[src/rtl/lfc_pkg.sv]
package lfc_pkg;

    localparam int NUM_FAULTS = 3;

    typedef enum logic [1:0] {
        FLT_UNDER = 2'd0,
        FLT_OVER  = 2'd1,
        FLT_STALL = 2'd2
    } fault_idx_e;

    typedef struct packed {
        logic stall;
        logic over;
        logic under;
    } fault_vec_t;

    function automatic fault_vec_t raw_faults(
        input logic uv,
        input logic ov,
        input logic slow,
        input logic fast
    );
        fault_vec_t f;
        f.under = uv & fast;
        f.over  = ov;
        f.stall = slow;
        return f;
    endfunction

endpackage

[src/rtl/lfc_ign_delay.sv]
module lfc_ign_delay #(
    parameter int START_CYC = 50500
) (
    input  logic clk,
    input  logic rst,
    input  logic ign_on,
    output logic ready
);
    localparam int DW = $clog2(START_CYC + 1);
    localparam logic [DW-1:0] LAST = DW'(START_CYC);

    logic [DW-1:0] cnt;

    always_ff @(posedge clk) begin
        if (rst || !ign_on) begin
            cnt <= '0;
        end else if (cnt != LAST) begin
            cnt <= cnt + 1'b1;
        end
    end

    assign ready = ign_on && (cnt == LAST);
endmodule

[src/rtl/lfc_frame_timer.sv]
module lfc_frame_timer #(
    parameter int FRAME_DIV = 256
) (
    input  logic clk,
    input  logic rst,
    input  logic en,
    output logic tick
);
    localparam int FW = (FRAME_DIV > 1) ? $clog2(FRAME_DIV) : 1;
    localparam logic [FW-1:0] TOP = FW'(FRAME_DIV - 1);

    logic [FW-1:0] cnt;

    always_ff @(posedge clk) begin
        if (rst || !en) begin
            cnt <= '0;
        end else if (cnt == TOP) begin
            cnt <= '0;
        end else begin
            cnt <= cnt + 1'b1;
        end
    end

    assign tick = en && (cnt == TOP);
endmodule

[src/rtl/lfc_debounce.sv]
module lfc_debounce #(
    parameter int CW = 4
) (
    input  logic          clk,
    input  logic          rst,
    input  logic          clr,
    input  logic          tick,
    input  logic          raw,
    input  logic [CW-1:0] limit,
    output logic          qual
);
    logic [CW-1:0] cnt;
    logic [CW:0]   nxt;
    logic [CW:0]   lim_eff;

    always_comb begin
        nxt     = {1'b0, cnt} + 1'b1;
        lim_eff = (limit == '0) ? (CW+1)'(1) : {1'b0, limit};
    end

    always_ff @(posedge clk) begin
        if (rst || clr) begin
            cnt  <= '0;
            qual <= 1'b0;
        end else if (tick) begin
            if (raw != qual) begin
                if (nxt >= lim_eff) begin
                    qual <= raw;
                    cnt  <= '0;
                end else begin
                    cnt <= nxt[CW-1:0];
                end
            end else begin
                cnt <= '0;
            end
        end
    end
endmodule

[src/rtl/lfc_poll.sv]
module lfc_poll #(
    parameter int POLL_PERIOD = 4096,
    parameter int POLL_WIN    = 16
) (
    input  logic clk,
    input  logic rst,
    input  logic active,
    output logic window,
    output logic strobe
);
    localparam int PW = $clog2(POLL_PERIOD);
    localparam logic [PW-1:0] TOP       = PW'(POLL_PERIOD - 1);
    localparam logic [PW-1:0] WIN_START = PW'(POLL_PERIOD - POLL_WIN);
    localparam logic [PW-1:0] STROBE_AT = PW'(POLL_PERIOD - POLL_WIN + POLL_WIN / 2);

    logic [PW-1:0] pc;

    always_ff @(posedge clk) begin
        if (rst || !active) begin
            pc <= '0;
        end else if (pc == TOP) begin
            pc <= '0;
        end else begin
            pc <= pc + 1'b1;
        end
    end

    assign window = active && (pc >= WIN_START);
    assign strobe = active && (pc == STROBE_AT);
endmodule

[src/rtl/lamp_fault_ctrl.sv]
module lamp_fault_ctrl #(
    parameter int FRAME_DIV   = 256,
    parameter int START_CYC   = 50500,
    parameter int POLL_PERIOD = 4096,
    parameter int POLL_WIN    = 16,
    parameter int DEB_W       = 4
) (
    input  logic             clk,
    input  logic             rst,
    input  logic             ign_on,
    input  logic             uv_flag,
    input  logic             ov_flag,
    input  logic             rotor_slow,
    input  logic             rotor_fast,
    input  logic             load_dump,
    input  logic             ext_gate,
    input  logic [DEB_W-1:0] deb_frames,
    output logic             lamp_on,
    output logic             ign_sample
);
    import lfc_pkg::*;

    logic                  ready;
    logic                  frame_tick;
    fault_vec_t            raw;
    logic [NUM_FAULTS-1:0] raw_bits;
    logic [NUM_FAULTS-1:0] fault_q;
    logic                  lamp_req;
    logic                  poll_window;
    logic                  poll_strobe;

    lfc_ign_delay #(.START_CYC(START_CYC)) u_delay (
        .clk(clk), .rst(rst), .ign_on(ign_on), .ready(ready)
    );

    lfc_frame_timer #(.FRAME_DIV(FRAME_DIV)) u_frame (
        .clk(clk), .rst(rst), .en(ready), .tick(frame_tick)
    );

    assign raw      = raw_faults(uv_flag, ov_flag, rotor_slow, rotor_fast);
    assign raw_bits = raw;

    for (genvar i = 0; i < NUM_FAULTS; i++) begin : g_deb
        lfc_debounce #(.CW(DEB_W)) u_deb (
            .clk(clk), .rst(rst), .clr(!ready), .tick(frame_tick),
            .raw(raw_bits[i]), .limit(deb_frames), .qual(fault_q[i])
        );
    end

    assign lamp_req = ign_on && (ext_gate || (|fault_q));

    lfc_poll #(.POLL_PERIOD(POLL_PERIOD), .POLL_WIN(POLL_WIN)) u_poll (
        .clk(clk), .rst(rst), .active(lamp_req),
        .window(poll_window), .strobe(poll_strobe)
    );

    always_ff @(posedge clk) begin
        if (rst) begin
            lamp_on    <= 1'b0;
            ign_sample <= 1'b0;
        end else begin
            lamp_on    <= lamp_req && !load_dump && !poll_window;
            ign_sample <= poll_strobe;
        end
    end
endmodule

[config.mk]
export PLATFORM = sky130hd
export DESIGN_NAME = lamp_fault_ctrl
export DESIGN_NICKNAME = d
export VERILOG_FILES = /design/src/rtl/lfc_pkg.sv /design/src/rtl/lfc_ign_delay.sv /design/src/rtl/lfc_frame_timer.sv /design/src/rtl/lfc_debounce.sv /design/src/rtl/lfc_poll.sv /design/src/rtl/lamp_fault_ctrl.sv
export SDC_FILE = /design/constraint.sdc
export NUM_CORES = 1
export LEC_CHECK = 0
export BUFFER_PORTS_ARGS = -buffer_cell sky130_fd_sc_hd__buf_2
export CAP_MARGIN = 20
export CORE_MARGIN = 4
export CORE_UTILIZATION = 41
export CTS_CLUSTER_SIZE = 24
export DETAILED_ROUTE_END_ITERATION = 7
export GPL_ROUTABILITY_DRIVEN = 0
export PLACE_DENSITY_LB_ADDON = 0.15
export SETUP_SLACK_MARGIN = 0.02
export SYNTH_ARGS = -nofsm -noshare
export SYNTH_HDL_FRONTEND = slang
export SYNTH_SLANG_ARGS = --single-unit
[constraint.sdc]
create_clock -name clk -period 2 [get_ports clk]
set_input_delay 0.1 -clock clk [delete_from_list [all_inputs] [get_ports clk]]
set_output_delay 0.1 -clock clk [all_outputs]
set_load 0.1 [all_outputs]
==> results.cfg <==
[finish]
final_nets = 400
antennaDiodeCount = 0
nFillCells = 606
area_delta_synth_final_pct = 24.5
final_cell_mix = nor2_1 (49), dfxtp_1 (49), buf_4 (32)
final_util = 0.533
drive_gt1_frac = 0.231

[critical_path]
cp-end-kind = register
worst-r2r-setup-slack_ns = 0.02
reg2reg_from = g_deb[0].u_deb.cnt[0]
r2r-end = g_deb[0].u_deb.cnt[0]
cp-startpoint = g_deb[0].u_deb.cnt[0]
r2r_cells = 7
worstSetupPathType = reg -> reg
cp_max_fo = 4
startpoint_type = register
cp.required_ns = 2.23
critPathCapture = g_deb[0].u_deb.cnt[0]
arrival_ns = 2.22

[clock_network]
insertion_delay_ns = 0.30
clockBufferDepth = 2
numClockSinks = 53
cts_buffers = 5
cts_tree = built
cts-root-buf = clkbuf_8
htreeDepth = 2
clkTransAtPathRegs_ns = 0.09

[min_path]
holdCritPathClass = in -> reg

[power]
power_density_nw_per_um2 = 518
power_uw = 1770
ir_worst_vdd_v = 0.000355
p_leak_uw = 0.00129

[sta]
min_period_ns = 1.98
layout_setup_ws_ns = 0.0179
worst_slew_pin_slew_ns = 0.488
setup_viol = 0
slew_headroom = 0.677
max_freq_mhz = 505
clock_skew_ns = 0.00486
whs_ns = 0.0788
finalHoldViolCount = 0
final_max_slew_viol_count = 0
period_share = 0.991
rsz0062_at_grt = yes
fin_setup_tns_ns = 0

[global_routing]
grt_use_total = 0.145
grt_pass1_wl_mm = 9.92
grt_max_degree = 15
gr-total-overflow = 0
grt_pass1_vias = 2220
antenna_found_initial = 0

[routing]
met3_length_um = 129
top_layer_used = met4
drc = 0
via_count = 2296
wl_met1_mm = 2.80
drt_iter0_drc = 82
drtPass1Iterations = 4
wire_per_inst_um = 12.4
met2WireLength_mm = 2.59
antenna_left = 0
via_per_inst = 5.11
wl_mm = 5.58

[floorplanning]
ios = 15
fp.coreArea_um2 = 6420
die_area_um2 = 8080
start_util = 0.428
die_x_um = 89.9
dieHeight_um = 89.9
row_count = 29

[yosys]
ys_warn_count = 0
syn_nets = 351
synth.top_cell.area_share = 0.386
synth-edff-count = 0
yosys-top-cells-area = dfxtp_1 (39%), xor2_1 (8.3%), ha_1 (6.8%), nor2_1 (6.8%), xnor2_1 (3.8%)
syn-mean-instance-area_um2 = 8.51
synth_seq_cells = 53
yosysUniqueCellTypes = 41
syn_inst = 323
yosysSeqAreaShare = 0.386
synth_top_cell_by_area = dfxtp_1
async_flop_share = 0
synth_area_um2 = 2750
ys.flop_type = dfxtp_1

[flow_run]
cap_violations = 0

[placed_design]
portBuffers = 14
pre_cts_slack_ns = -0.178
place_hpwl_mm = 4.13

[outcome]
status = finished clean
-- per-stage QoR --
step | area, um^2 | cells
finish | 3420 | 449
global route | 3420 | 449
CTS | 3380 | 447
detailed placement | 3150 | 436
global placement | 3150 | 436
floorplan | 2800 | 323
-- power breakdown --
part	total (uW)	switching, uW	internal (uW)
sequential	1060	2.43	1060
combinational	112	58.1	53.4
clock	604	329	275
total	1770	389	1380
-- routing by layer --
metal  up-vias  global-route usage
met3         5              0.0267
met5         -                   0
met2        17               0.243
met1      1052               0.191
met4         0              0.0421
li1       1222                   -
-- sequential cells by signal, summed over array words and instances (netlist names) --
signal	flops
ign_sample	1
g_deb.u_deb.cnt	12
lamp_on	1
u_delay.cnt	16
g_deb.u_deb.qual	3
u_frame.cnt	8
u_poll.pc	12
-- worst max-delay path, stage by stage (launching register included) --
cell and delay, ns:
dfxtp_2 0.39, ha_4 0.23, ha_4 0.23, a211oi_2 0.19, o31ai_1 0.10, a21oi_1 0.19, or4b_1 0.44, a21oi_1 0.14
-- Yosys cell counts, types with 4 or more instances --
cell type,n
nor2b_1,4
ha_1,15
clkbuf_1,5
xnor2_1,12
o21a_1,4
a211oi_1,5
and3_1,10
nor2_1,50
nand4_1,6
nand2b_1,7
o22ai_1,7
nand3_1,17
dfxtp_1,53
a21oi_1,20
inv_1,11
nand2_1,20
nor3_1,7
or3_1,5
xor2_1,26
o21ai_0,11
-- kinds of logic (layout without fill, tap and decap cells) --
family / after synthesis / count (layout) / share of synthesized area
AND/OR/NAND/NOR: 141 / 141 / 0.268
AO/OA/AOI/OAI: 59 / 59 / 0.132
flip-flops: 53 / 53 / 0.386
XOR/XNOR: 38 / 38 / 0.121
buffers and inverters: 17 / 66 / 0.0246
adder cells (fa/ha/maj): 15 / 15 / 0.0682
-- final cells by class --
type,count,area (um^2),share of cell area
clock buffer,7,86.3,0.0252
inverter,11,41.3,0.0121
multi-input combinational,253,1800,0.526
sequential,53,1070,0.312
tap,77,96.3,0.0281
timing repair buffer,48,332,0.0968
-- how the worst min path moves through the flow --
stage | to | cells after the start | from
2_1_floorplan | lamp_on | 1 | load_dump
3_3_place_gp | lamp_on | 2 | load_dump
3_5_place_dp | lamp_on | 2 | load_dump
4_1_cts | g_deb[1].u_deb.qual | 3 | ov_flag
5_1_grt | g_deb[1].u_deb.qual | 3 | ov_flag
6_report | g_deb[1].u_deb.qual | 3 | ov_flag
-- timing repair --
| item | in CTS | in global routing |
|---|---|---|
| pin swaps | 6 | 5 |
| hold buffers | 1 | 0 |
| setup endpoints to repair | 11 | 13 |
| hold endpoints to repair | 1 | 0 |
| gates resized for setup | 19 | 9 |
| setup buffers | 3 | 2 |
| gates cloned | 0 | 0 |
No activity file was read; power rests on OpenSTA's default activity.
